`src/rtl/lsu_pkg.sv`:
```
// Shared types and helpers for the load/store alignment unit.
// Assumes a 64-bit data path split into eight byte lanes.
package lsu_pkg;

    typedef enum logic [1:0] {
        SZ_BYTE = 2'd0,
        SZ_HALF = 2'd1,
        SZ_WORD = 2'd2,
        SZ_QUAD = 2'd3
    } lsu_size_e;

    // Byte-count minus one for a width code, used as the alignment mask.
    function automatic logic [2:0] size_mask(input lsu_size_e sz);
        case (sz)
            SZ_BYTE: size_mask = 3'd0;
            SZ_HALF: size_mask = 3'd1;
            SZ_WORD: size_mask = 3'd3;
            default: size_mask = 3'd7;
        endcase
    endfunction

endpackage

```
`src/rtl/lsu_addr_gen.sv`:
```
// Effective-address and alignment stage.
// Adds the sign-extended displacement to the base, applies the
// unaligned-quadword override and flags natural-alignment faults.
// Purely combinational; the caller registers its outputs.
module lsu_addr_gen
    import lsu_pkg::*;
#(
    parameter int ADDR_W = 64,
    parameter int OFF_W  = 32,
    parameter int LANE_W = 3
) (
    input  logic [ADDR_W-1:0] base,
    input  logic [OFF_W-1:0]  offset,
    input  logic [1:0]        size_in,
    input  logic              uq_mode,
    output logic [ADDR_W-1:0] line_addr,
    output logic [LANE_W-1:0] lane,
    output lsu_size_e         eff_size,
    output logic              bad_align
);
    localparam int EXT_W = ADDR_W - OFF_W;

    logic [ADDR_W-1:0] sum;
    logic [2:0]        amask;

    // Form the raw effective address with a sign-extended displacement.
    always_comb begin
        sum = base + {{EXT_W{offset[OFF_W-1]}}, offset};
    end

    // Choose the width actually used and the lane of the first byte.
    always_comb begin
        eff_size = uq_mode ? SZ_QUAD : lsu_size_e'(size_in);
        lane     = uq_mode ? '0 : sum[LANE_W-1:0];
    end

    // Test the low address bits against the width mask; quadword override never faults.
    always_comb begin
        amask     = size_mask(eff_size);
        bad_align = !uq_mode && ((sum[2:0] & amask) != 3'd0);
    end

    // Present the address of the 8-byte line holding the access.
    always_comb begin
        line_addr = {sum[ADDR_W-1:LANE_W], {LANE_W{1'b0}}};
    end

endmodule

```
`src/rtl/lsu_store_lanes.sv`:
```
// Store lane placement.
// Keeps the low bytes of the source that the width selects, moves them
// up to the starting lane and builds the matching byte-enable mask.
// Assumes an aligned access, so the shifted bytes never leave the line.
module lsu_store_lanes
    import lsu_pkg::*;
#(
    parameter int DATA_W = 64,
    parameter int LANE_W = 3
) (
    input  logic [DATA_W-1:0]   src,
    input  lsu_size_e           size,
    input  logic [LANE_W-1:0]   lane,
    input  logic                is_store,
    output logic [DATA_W-1:0]   wdata,
    output logic [DATA_W/8-1:0] strb
);
    localparam int LANES = DATA_W / 8;

    logic [LANES-1:0]  base_en;
    logic [DATA_W-1:0] keep;

    // Per-lane enable before shifting: lane i is used when i <= bytes-1.
    for (genvar i = 0; i < LANES; i++) begin : g_en
        always_comb begin
            base_en[i] = (i <= int'(size_mask(size)));
        end
        // Expand each byte enable into a bit mask for the source word.
        always_comb begin
            keep[i*8 +: 8] = {8{base_en[i]}};
        end
    end

    // Shift mask and trimmed data up to the starting lane; loads carry no data.
    always_comb begin
        strb  = base_en << lane;
        wdata = is_store ? ((src & keep) << {lane, 3'b000}) : '0;
    end

endmodule

```
`src/rtl/lsu_load_extract.sv`:
```
// Load result formation.
// Moves the addressed lanes down to bit 0 and widens them: 1- and 2-byte
// results are zero-filled, 4-byte results copy bit 31, 8-byte pass through.
module lsu_load_extract
    import lsu_pkg::*;
#(
    parameter int DATA_W = 64,
    parameter int LANE_W = 3
) (
    input  logic [DATA_W-1:0] rdata,
    input  lsu_size_e         size,
    input  logic [LANE_W-1:0] lane,
    output logic [DATA_W-1:0] result
);
    logic [DATA_W-1:0] low;

    // Bring the first addressed byte down to lane 0.
    always_comb begin
        low = rdata >> {lane, 3'b000};
    end

    // Widen the selected bytes according to the access width.
    always_comb begin
        case (size)
            SZ_BYTE: result = {{(DATA_W-8){1'b0}},  low[7:0]};
            SZ_HALF: result = {{(DATA_W-16){1'b0}}, low[15:0]};
            SZ_WORD: result = {{(DATA_W-32){low[31]}}, low[31:0]};
            default: result = low;
        endcase
    end

endmodule

```
`src/rtl/lsu_align_unit.sv`:
```
// Load/store data alignment unit (top).
// Registers one memory request per accepted access, or a misalign pulse
// instead of it. Tracks a single outstanding load and returns its widened
// result one cycle after the response. Requests that arrive while a load
// is outstanding are dropped; the issuer is expected to watch busy.
module lsu_align_unit
    import lsu_pkg::*;
#(
    parameter int ADDR_W = 64,
    parameter int DATA_W = 64,
    parameter int OFF_W  = 32,
    parameter int TAG_W  = 5
) (
    input  logic              clk,
    input  logic              rst_n,
    input  logic              req_valid,
    input  logic              req_is_store,
    input  logic [1:0]        req_size,
    input  logic              req_uq,
    input  logic [ADDR_W-1:0] req_base,
    input  logic [OFF_W-1:0]  req_offset,
    input  logic [DATA_W-1:0] req_store_data,
    input  logic [TAG_W-1:0]  req_dst,
    output logic              mem_req_valid,
    output logic              mem_req_write,
    output logic [ADDR_W-1:0] mem_req_addr,
    output logic [DATA_W-1:0] mem_req_wdata,
    output logic [7:0]        mem_req_strb,
    input  logic              mem_rsp_valid,
    input  logic [DATA_W-1:0] mem_rsp_rdata,
    output logic              misalign,
    output logic              busy,
    output logic              ld_valid,
    output logic [TAG_W-1:0]  ld_dst,
    output logic [DATA_W-1:0] ld_data
);
    localparam int LANES  = DATA_W / 8;
    localparam int LANE_W = $clog2(LANES);

    logic [ADDR_W-1:0] ag_addr;
    logic [LANE_W-1:0] ag_lane;
    lsu_size_e         ag_size;
    logic              ag_bad;
    logic [DATA_W-1:0] st_wdata;
    logic [LANES-1:0]  st_strb;
    logic [DATA_W-1:0] ld_result;

    logic              accept;
    logic              pend_q;
    lsu_size_e         pend_size_q;
    logic [LANE_W-1:0] pend_lane_q;
    logic [TAG_W-1:0]  pend_dst_q;

    lsu_addr_gen #(.ADDR_W(ADDR_W), .OFF_W(OFF_W), .LANE_W(LANE_W)) u_agen (
        .base      (req_base),
        .offset    (req_offset),
        .size_in   (req_size),
        .uq_mode   (req_uq),
        .line_addr (ag_addr),
        .lane      (ag_lane),
        .eff_size  (ag_size),
        .bad_align (ag_bad)
    );

    lsu_store_lanes #(.DATA_W(DATA_W), .LANE_W(LANE_W)) u_slane (
        .src      (req_store_data),
        .size     (ag_size),
        .lane     (ag_lane),
        .is_store (req_is_store),
        .wdata    (st_wdata),
        .strb     (st_strb)
    );

    lsu_load_extract #(.DATA_W(DATA_W), .LANE_W(LANE_W)) u_lext (
        .rdata  (mem_rsp_rdata),
        .size   (pend_size_q),
        .lane   (pend_lane_q),
        .result (ld_result)
    );

    // A request is taken only when no load is outstanding.
    always_comb begin
        accept = req_valid && !pend_q;
    end

    // Request stage: one-cycle request or misalign pulse per accepted access.
    always_ff @(posedge clk) begin
        if (!rst_n) begin
            mem_req_valid <= 1'b0;
            mem_req_write <= 1'b0;
            mem_req_addr  <= '0;
            mem_req_wdata <= '0;
            mem_req_strb  <= '0;
            misalign      <= 1'b0;
        end else begin
            mem_req_valid <= accept && !ag_bad;
            misalign      <= accept && ag_bad;
            if (accept && !ag_bad) begin
                mem_req_write <= req_is_store;
                mem_req_addr  <= ag_addr;
                mem_req_wdata <= st_wdata;
                mem_req_strb  <= st_strb;
            end
        end
    end

    // Pending-load tracker: set on an issued load, cleared by its response.
    always_ff @(posedge clk) begin
        if (!rst_n) begin
            pend_q      <= 1'b0;
            pend_size_q <= SZ_BYTE;
            pend_lane_q <= '0;
            pend_dst_q  <= '0;
        end else if (accept && !ag_bad && !req_is_store) begin
            pend_q      <= 1'b1;
            pend_size_q <= ag_size;
            pend_lane_q <= ag_lane;
            pend_dst_q  <= req_dst;
        end else if (pend_q && mem_rsp_valid) begin
            pend_q <= 1'b0;
        end
    end

    // Result stage: register the widened data one cycle after the response.
    always_ff @(posedge clk) begin
        if (!rst_n) begin
            ld_valid <= 1'b0;
            ld_dst   <= '0;
            ld_data  <= '0;
        end else begin
            ld_valid <= pend_q && mem_rsp_valid;
            if (pend_q && mem_rsp_valid) begin
                ld_dst  <= pend_dst_q;
                ld_data <= ld_result;
            end
        end
    end

    // Expose the outstanding-load state.
    always_comb begin
        busy = pend_q;
    end

endmodule

```
`config.mk`:
```
export PLATFORM = sky130hd
export DESIGN_NAME = lsu_align_unit
export DESIGN_NICKNAME = d
export VERILOG_FILES = /design/src/rtl/lsu_pkg.sv /design/src/rtl/lsu_addr_gen.sv /design/src/rtl/lsu_store_lanes.sv /design/src/rtl/lsu_load_extract.sv /design/src/rtl/lsu_align_unit.sv
export SDC_FILE = /design/constraint.sdc
export NUM_CORES = 1
export LEC_CHECK = 0
export ABC_AREA = 1
export BUFFER_PORTS_ARGS = -buffer_cell sky130_fd_sc_hd__buf_4
export CORE_MARGIN = 2
export CORE_UTILIZATION = 52
export CTS_CLUSTER_SIZE = 8
export DETAILED_ROUTE_END_ITERATION = 7
export PLACE_DENSITY = 0.87
export SLEW_MARGIN = 30
export SYNTH_ARGS = -nofsm -noshare
export SYNTH_HDL_FRONTEND = slang
export SYNTH_SLANG_ARGS = --single-unit
```
`constraint.sdc`:
```
create_clock -name clk -period 3.7 [get_ports clk]
set_input_delay 0.37 -clock clk [delete_from_list [all_inputs] [get_ports clk]]
set_output_delay 0.37 -clock clk [all_outputs]
set_load 0.01 [all_outputs]
```
==> parameters.txt, run 1 <==
Parameter                              Value

Placed design
  GP Congestion ... 0.990
  Worst slack at placement ... 0.564 ns
  Port buffer count ... 443
  Post-DP HPWL ... 55200 µm

Power and ir drop
  Worst IR Drop VDD ... 0.000373 V
  Pwr/cell area ... 372 nW/µm²
  Leakage power figure ... 11.6 nW

Yosys
  Ys Warns ... 0
  Dominant cell by count in the synthesized netlist ... sky130_fd_sc_hd__nand2_1
  Share of flip-flops with an asynchronous set or reset ... 0%
  Post-synthesis cell type with the largest combined area ... sky130_fd_sc_hd__dfxtp_1
  Sequential share of the synthesized area ... 26.0%
  Syn_area_per_cell ... 5.68 µm²
  Post-synth EDFFs ... 0
  Count of distinct cell types in the synthesized netlist ... 37
  Ranking of synthesized cells by area ... sky130_fd_sc_hd__dfxtp_1, sky130_fd_sc_hd__nand2_1, sky130_fd_sc_hd__inv_1, sky130_fd_sc_hd__a21oi_1, sky130_fd_sc_hd__nor2_1
  Portion of synthesized cell area occupied by the leading cell type ... 26.0%
  Top flip-flop cell by instance count after synthesis ... sky130_fd_sc_hd__dfxtp_1
  Number of synthesized register bits ... 217
  Commonest cells in the netlist ... sky130_fd_sc_hd__nand2_1, sky130_fd_sc_hd__inv_1, sky130_fd_sc_hd__dfxtp_1
  Cell area after synthesis ... 16700 µm²
  Mapped Cells ... 2943

Cells and area
  Fin util ... 66.7%
  Syn-to-layout area delta ... 26.3%
  Fraction of layout instances using a drive strength above 1 ... 16.0%
  Footprint of the flip-flops and latches ... 4350 µm²
  Total Nets Final ... 3620
  Multi-input logic area ... 10100 µm²
  Count of filler cells inserted in the layout ... 3006

Critical path
  Max incr delay on CP ... 0.81 ns
  Ordered list of cells on the worst path ... inv_1, o21ai_0, o21bai_1, inv_1, nand2_1, buf_4, a31oi_1
  Sort of element at the start of the critical path ... flip-flop
  Required time reported for the critical path endpoint ... 4.12 ns
  Number of stages on the worst setup path ... 7
  Cell family with the largest share of critical-path delay ... buffers and inverters
  Worst setup path class ... reg2reg
  CP Capture Type ... flip-flop
  CP Buf/Inv Count ... 3
  Reg2Reg Depth ... 7
  Data arrival at the endpoint of the critical path ... 3.36 ns
  Critical Path Slowest Stage Cell ... sky130_fd_sc_hd__dfxtp_1
  Crit Path Max Fanout ... 19
  Most frequent cell on the critical path ... sky130_fd_sc_hd__inv_1

Timing
  Worst clock skew on the final layout ... 0.0148 ns
  Setup slack of the critical path after layout ... 0.759 ns
  Count of final setup violators ... 0
  RSZ-0062 raised after global routing ... false
  Tcrit/Tclk final ... 79.5%
  Setup_tns ... 0 ns
  Final number of max-transition violations ... 0
  Slew at the pin closest to its max-slew limit ... 0.849 ns
  Shortest clock period the worst path allows after layout ... 2.94 ns
  Max-slew headroom at the worst pin ... 43.4%
  Final hold violation count ... 0
  Maximum clock frequency ... 340 MHz

Routing
  DR iter-0 viols ... 2095
  Residual DRC ... 0
  WL final ... 70700 µm
  First-pass iteration count of the detailed router ... 6
  Count of vias placed by the detailed router ... 21.0k
  Vias per Instance ... 5.63
  Count of antenna-violating nets left after detailed routing ... 0
  Routed wire length per instance ... 18.9 µm

Floorplan
  Initial cell density of the core ... 52.8%
  Height of the die ... 183 µm
  Core Footprint ... 31600 µm²
  Die area ... 33600 µm²
  Count of pins on the block boundary ... 447
  Site row count ... 65
  Die span in x ... 183 µm

CTS
  Clock sink count ... 217
  Register clock-pin slew on the reported worst setup and hold paths ... 0.05 ns
  Buffer cell driving the clock tree root ... sky130_fd_sc_hd__clkbuf_16
  Max Root-Sink Buffers ... 3
  PostCTS Resize Cnt ... 0
  Total CTS buffers ... 31
  Number of H-tree levels ... 1
  Post-CTS Hold Fix Bufs ... 0
  Clock latency reported for the late side of the worst-skew pair ... 0.58 ns
  Clock tree from TritonCTS ... yes
  Post-CTS setup buffer count ... 0

Global routing
  First-pass GRT wire length ... 107000 µm
  Tot GR Track Use ... 40.8%
  Via count of the first global-routing pass ... 19.6k
  Total congestion overflow after global routing ... 0
  Antenna violations before repair ... 8
  Pin count of the biggest net entering global routing ... 75

Outcome
  Result of the run ... finished clean

Min path
  Min-delay worst type ... in2reg
  Cells on Worst Hold Path ... 3

Run
  Max-cap viol count ... 0
[sequential cells by signal, indices dropped and copies added, names as in the netlist]
| name | cells |
|---|---|
| ld_data | 64 |
| mem_req_wdata | 64 |
| mem_req_addr | 61 |
| mem_req_strb | 8 |
| ld_dst | 5 |
| pend_dst_q | 5 |
| pend_lane_q | 3 |
| pend_size_q | 2 |
| busy | 1 |
| ld_valid | 1 |
| mem_req_valid | 1 |
| mem_req_write | 1 |
| misalign | 1 |
[layout make-up]
class                           instances  area share (%)
Inverter                              466            8.29
Timing Repair Buffer                  476            17.0
Clock buffer                           36            3.86
Tap cell                              402            2.38
Sequential cell                       217            20.6
Clock inverter                          1          0.0948
Multi-Input combinational cell       2127            47.6
Antenna cell                            8          0.0948
[path summary, 6_finish.rpt]
check | start | to | slack (ns)
setup / recovery | pend_lane_q[2] | ld_data[32] | 0.76
hold / removal | req_dst[0] | pend_dst_q[0] | 0.03
setup reg to reg | pend_lane_q[2] | ld_data[32] | 0.76
hold reg to reg | mem_req_addr[33] | mem_req_addr[33] | 0.46
[kinds of logic (layout without fill, tap and decap cells)]
group / count (synthesis) / after routing / share of synthesized area [%]
AND/OR/NAND/NOR: 1517 / 1517 / 35.8
adder cells (fa/ha/maj): 64 / 64 / 4.84
buffers and inverters: 601 / 979 / 13.9
XOR/XNOR: 29 / 29 / 1.52
flip-flops: 217 / 217 / 26.0
other: 1 / 11 / 0.0224
AO/OA/AOI/OAI: 493 / 493 / 16.7
multiplexers: 21 / 21 / 1.26
[cell usage in the layout (no fill, tap or decap), types with 3 or more instances in the layout]
| cell type | Yosys | routed |
|---|---|---|
| sky130_fd_sc_hd__o31ai_1 | 4 | 4 |
| sky130_fd_sc_hd__buf_4 | 7 | 474 |
| sky130_fd_sc_hd__nand2_1 | 1103 | 1101 |
| sky130_fd_sc_hd__o221ai_1 | 5 | 5 |
| sky130_fd_sc_hd__xnor2_1 | 17 | 17 |
| sky130_fd_sc_hd__a22oi_1 | 18 | 18 |
| sky130_fd_sc_hd__diode_2 | 0 | 8 |
| sky130_fd_sc_hd__nor2_2 | 5 | 5 |
| sky130_fd_sc_hd__conb_1 | 1 | 3 |
| sky130_fd_sc_hd__nor3_1 | 20 | 19 |
| sky130_fd_sc_hd__mux2i_1 | 21 | 21 |
| sky130_fd_sc_hd__o21ai_0 | 145 | 145 |
| sky130_fd_sc_hd__inv_2 | 7 | 7 |
| sky130_fd_sc_hd__clkbuf_16 | 0 | 31 |
| sky130_fd_sc_hd__nor2_1 | 216 | 216 |
| sky130_fd_sc_hd__inv_1 | 459 | 459 |
| sky130_fd_sc_hd__a21oi_1 | 200 | 200 |
| sky130_fd_sc_hd__o21a_1 | 7 | 7 |
| sky130_fd_sc_hd__clkbuf_1 | 86 | 3 |
| sky130_fd_sc_hd__nand3_1 | 157 | 157 |
| sky130_fd_sc_hd__nand4_1 | 8 | 8 |
| sky130_fd_sc_hd__o22ai_1 | 15 | 15 |
| sky130_fd_sc_hd__o311ai_0 | 5 | 5 |
| sky130_fd_sc_hd__ha_1 | 63 | 63 |
| sky130_fd_sc_hd__o211ai_1 | 63 | 63 |
| sky130_fd_sc_hd__nand2_2 | 1 | 3 |
| sky130_fd_sc_hd__xor2_1 | 12 | 12 |
| sky130_fd_sc_hd__dfxtp_1 | 217 | 215 |
| sky130_fd_sc_hd__a31oi_1 | 19 | 19 |
| sky130_fd_sc_hd__o21bai_1 | 3 | 3 |
| sky130_fd_sc_hd__o21ai_1 | 9 | 9 |
[metal layers]
metal  global-route usage [%]  wire length, µm
met5                        0                0
met2                     67.0            31600
met3                     9.09             7850
met1                     50.0            27000
met4                     21.8             4210
[where the power goes]
part | switching [mW] | leakage [nW] | internal [mW] | total [mW]
combinational | 1.64 | 9.42 | 0.949 | 2.59
clock | 1.08 | 0.410 | 1.52 | 2.60
sequential | 0.155 | 1.77 | 2.51 | 2.67
[stage by stage]
| stage | std cells | area, µm² | hold WS (ns) | power [mW] |
|---|---|---|---|---|
| 2_1_floorplan | 2945 | 16700 | 0.459 | 4.16 |
| 3_3_place_gp | 3688 | 20300 | 0.447 | 5.18 |
| 3_5_place_dp | 3688 | 20300 | 0.455 | 5.22 |
| 4_1_cts | 3725 | 21100 | 0.0164 | 7.79 |
| 5_1_grt | 3731 | 21100 | 0.0296 | 8.20 |
| 6_report | 3733 | 21100 | 0.0257 | 7.85 |
[worst reg2reg max path, cell delays in order (launching register included)]
cell	delay, ns
sky130_fd_sc_hd__dfxtp_1	0.81
sky130_fd_sc_hd__inv_1	0.53
sky130_fd_sc_hd__o21ai_0	0.25
sky130_fd_sc_hd__o21bai_1	0.12
sky130_fd_sc_hd__inv_1	0.12
sky130_fd_sc_hd__nand2_1	0.50
sky130_fd_sc_hd__buf_4	0.34
sky130_fd_sc_hd__a31oi_1	0.11
(Power assumes the default switching activity.)
==> run 2, diff against run 1 <==
--- a/config.mk
+++ b/config.mk
@@ -8,10 +8,10 @@
 export ABC_AREA = 1
 export BUFFER_PORTS_ARGS = -buffer_cell sky130_fd_sc_hd__buf_4
 export CORE_MARGIN = 2
-export CORE_UTILIZATION = 52
+export CORE_UTILIZATION = 49
 export CTS_CLUSTER_SIZE = 8
 export DETAILED_ROUTE_END_ITERATION = 7
-export PLACE_DENSITY = 0.87
+export PLACE_DENSITY = 0.86
 export SLEW_MARGIN = 30
 export SYNTH_ARGS = -nofsm -noshare
 export SYNTH_HDL_FRONTEND = slang
==> constraint.sdc (replaced) <==
create_clock -name clk -period 2.48 [get_ports clk]
set_input_delay 0.248 -clock clk [delete_from_list [all_inputs] [get_ports clk]]
set_output_delay 0.248 -clock clk [all_outputs]
set_load 0.01 [all_outputs]
==> run 2 against run 1 <==
Register-to-register slack got worse by 0.20 ns. Cell count rose by 2.9%. Wire length fell by 8.0%. First-iteration DRC count fell by 2.3%. Clock-buffer cell count fell by 2. Worst setup slack got worse by 0.45 ns. Hold slack got worse by 0.0018 ns. Largest power group is now combinational logic. Largest cell class unchanged. Critical path type is now in2reg. Die area rose by 6.0%. Power rose by 48%. Cell area rose by 3.2%. Sequential share of layout area fell by 0.63 points. Utilization fell by 1.8 points.
==> parameters.txt, run 2 (synthesis gave the netlist of run 1 again) <==
Parameter                              Value

Timing
  Worst clock skew on the final layout ... 0.0153 ns
  Slew at the pin closest to its max-slew limit ... 0.591 ns
  Tcrit/Tclk final ... 87.4%
  Count of final setup violators ... 0
  Max-slew headroom at the worst pin ... 60.5%
  Shortest clock period the worst path allows after layout ... 2.17 ns
  Final number of max-transition violations ... 0
  Setup_tns ... 0 ns
  RSZ-0062 raised after global routing ... false
  Maximum clock frequency ... 461 MHz
  Final hold violation count ... 0

Routing
  Residual DRC ... 0
  WL final ... 65000 µm
  Routed wire length per instance ... 16.9 µm
  Count of vias placed by the detailed router ... 20.4k
  Count of antenna-violating nets left after detailed routing ... 0
  First-pass iteration count of the detailed router ... 6
  DR iter-0 viols ... 2046
  Vias per Instance ... 5.32

Critical path
  Ordered list of cells on the worst path ... buf_4, ha_1, inv_1, fa_1, inv_1, nand2_2, nand2_1, nand2_1, o21ai_1, inv_2, nand2_4, buf_4, nor2_2, inv_1, buf_4, nor2_1, nor2_1
  Sort of element at the start of the critical path ... input pin
  Startpoint of the worst setup timing path ... req_base[0]
  Critical Path Slowest Stage Cell ... sky130_fd_sc_hd__fa_1
  Required time reported for the critical path endpoint ... 2.93 ns
  Max incr delay on CP ... 0.59 ns
  Data arrival at the endpoint of the critical path ... 2.62 ns
  CP Capture Type ... flip-flop
  CP Buf/Inv Count ... 7
  Cell family with the largest share of critical-path delay ... adder cells
  Worst setup path class ... in2reg
  Worst reg2reg path startpoint ... pend_lane_q[0]
  Crit Path Max Fanout ... 5

Min path
  Min-Delay Startpoint ... req_size[1]
  Min-delay worst type ... in2reg

Floorplan
  Site row count ... 67
  Count of pins on the block boundary ... 447
  Core Footprint ... 33500 µm²
  Height of the die ... 189 µm
  Die area ... 35600 µm²
  Initial cell density of the core ... 49.8%
  Die span in x ... 189 µm

Global routing
  Global-route track usage on met2 ... 57.9%
  Pin count of the biggest net entering global routing ... 91
  Met1 global-route usage ... 45.0%
  Antenna violations before repair ... 4
  Global Route met3 Usage ... 6.02%
  Busiest layer in global routing ... met2
  Tot GR Track Use ... 35.3%
  Via count of the first global-routing pass ... 18.6k
  Total congestion overflow after global routing ... 0
  First-pass GRT wire length ... 100000 µm

Placed design
  Port buffer count ... 443
  Cell Area, Placed ... 20900 µm²
  Post-DP HPWL ... 52000 µm
  GP Congestion ... 1.01
  Number of placed instances, taps included ... 3795

Outcome
  Result of the run ... finished clean

CTS
  Register clock-pin slew on the reported worst setup and hold paths ... 0.05 ns
  Post-CTS Hold Fix Bufs ... 5
  Clock tree from TritonCTS ... yes
  Max Root-Sink Buffers ... 3
  Clock sink count ... 217
  Total CTS buffers ... 31
  PostCTS Resize Cnt ... 0
  Post-CTS setup buffer count ... 0
  Buffer cell driving the clock tree root ... sky130_fd_sc_hd__clkbuf_16
  Number of H-tree levels ... 1
  Clock latency reported for the late side of the worst-skew pair ... 0.56 ns

Cells and area
  Largest regs ... ld_data x64, mem_req_wdata x64, mem_req_addr x61
  Final standard cell count with taps included and fillers excluded ... 3840
  Most used cells in the layout excluding fill and tap cells ... sky130_fd_sc_hd__nand2_1, sky130_fd_sc_hd__buf_4, sky130_fd_sc_hd__inv_1, sky130_fd_sc_hd__nor2_1, sky130_fd_sc_hd__dfxtp_1
  Total Nets Final ... 3686
  Fraction of layout instances using a drive strength above 1 ... 17.5%
  Leading cell type in the layout, fill and taps excluded ... sky130_fd_sc_hd__nand2_1
  Post-route cell area ... 21800 µm²
  Syn-to-layout area delta ... 30.4%

Power and ir drop
  Pwr/cell area ... 535 nW/µm²
  Worst IR Drop VDD ... 0.000497 V
  Leakage power figure ... 11.9 nW

Run
  Max-cap viol count ... 0
-- run 2: cell count changes in the layout (fill, tap and decap cells not counted), sizes merged --
cell and change:
buf +61, clkbuf -2, clkinv +2, diode -4, dlygate4sd3 +5, inv -1
-- run 2: layout make-up --
class,instances,area [µm²]
Clock inverter,2,13.8
Multi-Input combinational cell,2127,10100
Sequential cell,217,4350
Tap cell,448,561
Antenna cell,4,10.0
Fill cell,3217,11800
Timing Repair Buffer,542,4240
Clock buffer,34,797
Inverter,466,1750
-- run 2: stage by stage --
step           util [%]  power, mW  setup WS (ns)  hold slack [ns]
4_1_cts            64.9       11.7          0.338          0.00308
5_1_grt            64.9       12.3          0.137           0.0193
6_report           64.9       11.7          0.312           0.0239
2_1_floorplan         -       6.21          0.334            0.383
3_3_place_gp       62.4       7.86         -0.204            0.444
3_5_place_dp       62.4       7.89         -0.216            0.448
-- run 2: per-layer routing --
layer	wire length [µm]	up-vias
li1	-	10100
met1	26100	9024
met2	29200	1085
met3	6450	186
met4	3240	0
met5	0	-
-- run 2: tightest hold or removal path, delay by kind of cell --
family / cells / cell delay [ns]
compound gates: 1 / 0.12
buf+inv: 1 / 0.09
simple gates: 1 / 0.08
-- run 2: power by group --
| part | internal, mW | switching, mW | total [mW] |
|---|---|---|---|
| Clock | 2.21 | 1.53 | 3.74 |
| Combinational | 1.56 | 2.44 | 4.00 |
| Sequential | 3.75 | 0.168 | 3.91 |
-- run 2: worst paths after layout --
| check | end | slack, ns | cells after the start |
|---|---|---|---|
| hold reg to reg | mem_req_addr[38] | 0.45 | 2 |
| hold / removal | pend_size_q[1] | 0.02 | 3 |
| setup / recovery | pend_dst_q[0] | 0.31 | 17 |
| setup reg to reg | ld_data[35] | 0.56 | 8 |
==> run 3, diff against run 2 <==
--- a/config.mk
+++ b/config.mk
@@ -5,13 +5,13 @@
 export SDC_FILE = /design/constraint.sdc
 export NUM_CORES = 1
 export LEC_CHECK = 0
-export ABC_AREA = 1
+export ABC_AREA = 0
 export BUFFER_PORTS_ARGS = -buffer_cell sky130_fd_sc_hd__buf_4
-export CORE_MARGIN = 2
-export CORE_UTILIZATION = 49
+export CORE_AREA = 2 2 174 176
 export CTS_CLUSTER_SIZE = 8
 export DETAILED_ROUTE_END_ITERATION = 7
-export PLACE_DENSITY = 0.86
+export DIE_AREA = 0 0 176 178
+export PLACE_DENSITY = 0.84
 export SLEW_MARGIN = 30
 export SYNTH_ARGS = -nofsm -noshare
 export SYNTH_HDL_FRONTEND = slang
==> constraint.sdc (replaced) <==
create_clock -name clk -period 2.7 [get_ports clk]
set_input_delay 0.27 -clock clk [delete_from_list [all_inputs] [get_ports clk]]
set_output_delay 0.27 -clock clk [all_outputs]
set_load 0.01 [all_outputs]
==> run 3 against run 2 <==
First-iteration DRC count down 24%. Die area down 12%. Via count down 16%. Sequential share of layout area up 1.2 points. Power down 9.0%. Cell area down 5.7%.
==> parameters.txt, run 3 <==
Parameter                              Value

Critical path
  Crit Path Max Fanout ... 5
  Max incr delay on CP ... 0.41 ns
  Required time reported for the critical path endpoint ... 3.13 ns
  Critical Path Slowest Stage Cell ... sky130_fd_sc_hd__or3_1
  Sort of element at the start of the critical path ... input pin
  Data arrival at the endpoint of the critical path ... 2.93 ns
  CP Capture Type ... flip-flop
  Worst setup path class ... in2reg
  Ordered list of cells on the worst path ... buf_4, ha_1, nand4_1, or3_1, or2_4, a211oi_2, o21bai_1, a21oi_2, nor2_2, o31ai_4, o2111a_1, o22ai_1

Timing
  Max-slew headroom at the worst pin ... 40.1%
  Count of final setup violators ... 0
  Worst clock skew on the final layout ... 0.0177 ns
  Slew at the pin closest to its max-slew limit ... 0.895 ns
  RSZ-0062 raised after global routing ... false
  Shortest clock period the worst path allows after layout ... 2.50 ns
  Maximum clock frequency ... 399 MHz
  Setup slack of the critical path after layout ... 0.196 ns
  Final number of max-transition violations ... 0
  Tcrit/Tclk final ... 92.7%
  Final hold violation count ... 0

Global routing
  Tot GR Track Use ... 37.4%
  Pin count of the biggest net entering global routing ... 92
  First-pass GRT wire length ... 92900 µm
  Via count of the first global-routing pass ... 16.9k
  Total congestion overflow after global routing ... 0
  Antenna violations before repair ... 1

Power and ir drop
  Sequential power share ... 33.4%
  Leakage power figure ... 9.22 nW
  Worst IR Drop VDD ... 0.000537 V
  Net switching power ... 3.48 mW
  Clock group share of total power ... 33.0%
  Sw frac ... 32.8%
  Internal power component ... 7.13 mW
  Tot Pwr ... 10.6 mW
  Combinational share of power ... 33.6%
  Pwr/cell area ... 517 nW/µm²

Cells and area
  Post-route cell area ... 20500 µm²
  Largest regs ... ld_data x64, mem_req_wdata x64, mem_req_addr x61
  Multi-input logic area ... 9180 µm²
  Leading cell type in the layout, fill and taps excluded ... sky130_fd_sc_hd__buf_4
  Count of filler cells inserted in the layout ... 2479
  Footprint of the flip-flops and latches ... 4350 µm²
  Total Nets Final ... 2801
  Syn-to-layout area delta ... 44.7%
  Fraction of layout instances using a drive strength above 1 ... 32.1%
  Most used cells in the layout excluding fill and tap cells ... sky130_fd_sc_hd__buf_4, sky130_fd_sc_hd__nand2_1, sky130_fd_sc_hd__dfxtp_1, sky130_fd_sc_hd__a21oi_1, sky130_fd_sc_hd__nor2_1

Placed design
  Post-DP HPWL ... 47800 µm
  Cell Area, Placed ... 19600 µm²
  Worst slack at placement ... -0.328 ns
  GP Congestion ... 1.06
  Port buffer count ... 443

Floorplan
  Core Footprint ... 29400 µm²
  Die span in x ... 176 µm
  Count of pins on the block boundary ... 447
  Height of the die ... 178 µm
  Initial cell density of the core ... 48.3%
  Site row count ... 63
  Die area ... 31300 µm²

Yosys
  Area fraction in compound gates after synthesis ... 30.3%
  Post-synth EDFFs ... 0
  Portion of netlist area occupied by mux cells ... 5.92%
  Post-synthesis share of cell area spent on xor and xnor gates ... 2.84%
  Simple-Gate Fraction of Synth Area ... 19.5%
  Ranking of synthesized cells by area ... sky130_fd_sc_hd__dfxtp_1, sky130_fd_sc_hd__a21oi_1, sky130_fd_sc_hd__nand2_1, sky130_fd_sc_hd__nor2_1, sky130_fd_sc_hd__ha_1
  Portion of synthesized cell area occupied by the leading cell type ... 30.6%
  Number of synthesized register bits ... 217
  Sequential share of the synthesized area ... 30.6%
  Top flip-flop cell by instance count after synthesis ... sky130_fd_sc_hd__dfxtp_1
  Share of flip-flops with an asynchronous set or reset ... 0%
  Syn_area_per_cell ... 7.48 µm²
  Count of distinct cell types in the synthesized netlist ... 75
  Ys Warns ... 0
  Commonest cells in the netlist ... sky130_fd_sc_hd__nand2_1, sky130_fd_sc_hd__dfxtp_1, sky130_fd_sc_hd__a21oi_1
  Synth Area in Adders ... 5.69%
  Post-synthesis cell type with the largest combined area ... sky130_fd_sc_hd__dfxtp_1
  Cell area after synthesis ... 14200 µm²
  Mapped Cells ... 1899
  Combinational family with the most area after synthesis ... compound AO/OA/AOI/OAI gates
  Dominant cell by count in the synthesized netlist ... sky130_fd_sc_hd__nand2_1

Routing
  WL final ... 61500 µm
  DR iter-0 viols ... 1565
  Count of antenna-violating nets left after detailed routing ... 0
  Routed wire length per instance ... 21.2 µm
  Count of vias placed by the detailed router ... 17.2k
  Residual DRC ... 0
  First-pass iteration count of the detailed router ... 7
  Vias per Instance ... 5.94

CTS
  Buffer cell driving the clock tree root ... sky130_fd_sc_hd__clkbuf_16
  Register clock-pin slew on the reported worst setup and hold paths ... 0.05 ns
  Max Root-Sink Buffers ... 3
  Clock latency reported for the late side of the worst-skew pair ... 0.57 ns
  Clock sink count ... 217
  Total CTS buffers ... 31
  Number of H-tree levels ... 1
  Clock tree from TritonCTS ... yes

Run
  Max-cap viol count ... 0

Outcome
  Result of the run ... finished clean

Min path
  Min-delay worst type ... in2reg
[run 3: changes by cell type after synthesis, moves of 18 or more]
| cell | previous run | this run |
|---|---|---|
| sky130_fd_sc_hd__buf_2 | 33 | 9 |
| sky130_fd_sc_hd__o21bai_1 | 3 | 24 |
| sky130_fd_sc_hd__nand2_1 | 1103 | 245 |
| sky130_fd_sc_hd__inv_1 | 459 | 22 |
| sky130_fd_sc_hd__a21o_1 | 0 | 33 |
| sky130_fd_sc_hd__a211oi_1 | 0 | 38 |
| sky130_fd_sc_hd__nand2b_1 | 0 | 20 |
| sky130_fd_sc_hd__a221o_1 | 0 | 18 |
| sky130_fd_sc_hd__o211ai_1 | 63 | 15 |
| sky130_fd_sc_hd__clkbuf_1 | 86 | 129 |
| sky130_fd_sc_hd__nand3_1 | 157 | 44 |
| sky130_fd_sc_hd__mux2i_1 | 21 | 66 |
| sky130_fd_sc_hd__a22oi_1 | 18 | 94 |
[run 3: per-layer routing]
metal	share of wire (%)	up-vias	track usage, %
met5	0	-	0
met4	5.4	0	17.9
met3	9.1	196	8.27
met2	45	930	61.1
met1	40	8018	47.0
li1	-	8039	-
[run 3: worst max-delay path: cells and delay by family]
family / cells / cell delay, ns
fa+ha+maj: 1 / 0.33
buf+inv: 1 / 0.11
simple gates: 4 / 0.94
compound gates: 6 / 1.28
[run 3: layout make-up]
type | instances | area share (%)
well taps | 390 | 2.38
repair buffers | 728 | 27.3
clock inverters | 1 | 0.0427
inverters | 23 | 0.433
flip-flops and latches | 217 | 21.2
clock buffers | 36 | 3.97
diodes | 1 | 0.0122
multi-input cells | 1499 | 44.7
[run 3: cell families (layout without fill, tap and decap cells)]
group | after synthesis | in the layout
DFF | 217 | 217
AOI/OAI and AO/OA | 670 | 670
buffers and inverters | 185 | 788
and+or+nand+nor | 634 | 634
xor gates and xnor gates | 46 | 46
muxes | 82 | 82
other | 1 | 4
adders and majority gates | 64 | 64
[run 3: worst paths after layout]
kind / slack [ns] / start / end / cells past startpoint
max: 0.20 / req_base[16] / mem_req_addr[62] / 12
min: 0.01 / req_store_data[6] / mem_req_wdata[6] / 3
min reg2reg: 0.45 / mem_req_addr[4] / mem_req_addr[4] / 2
max reg2reg: 0.49 / pend_lane_q[1] / ld_data[62] / 8
[run 3: timing repair]
action                                 4_1_cts  5_1_grt
endpoints found under the hold margin       13        0
buffers inserted                             0        0
setup endpoints to repair                    0        2
gates resized for setup                      0        1
hold buffers                                13        0
[run 3: stage by stage]
| stage | hold slack [ns] | instances | util (%) | setup TNS (ns) |
|---|---|---|---|---|
| 3_5_place_dp | 0.444 | 2844 | 66.6 | -16.12 |
| 3_3_place_gp | 0.441 | 2844 | 66.6 | -10.68 |
| 5_1_grt | 0.0190 | 2895 | 69.8 | 0 |
| 4_1_cts | 0.00779 | 2894 | 69.8 | 0 |
| 2_1_floorplan | 0.406 | 1901 | - | 0 |
| 6_report | 0.0143 | 2895 | 69.8 | 0 |
[run 3: power by group through the flow]
stage	sequential [mW]	clock, mW	combinational (mW)
after global routing	3.55	3.63	3.82
after CTS	3.54	3.51	3.51
after floorplan	3.64	0	1.68
final	3.54	3.50	3.57
after detailed placement	3.60	0	3.47
after global placement	3.59	0	3.45
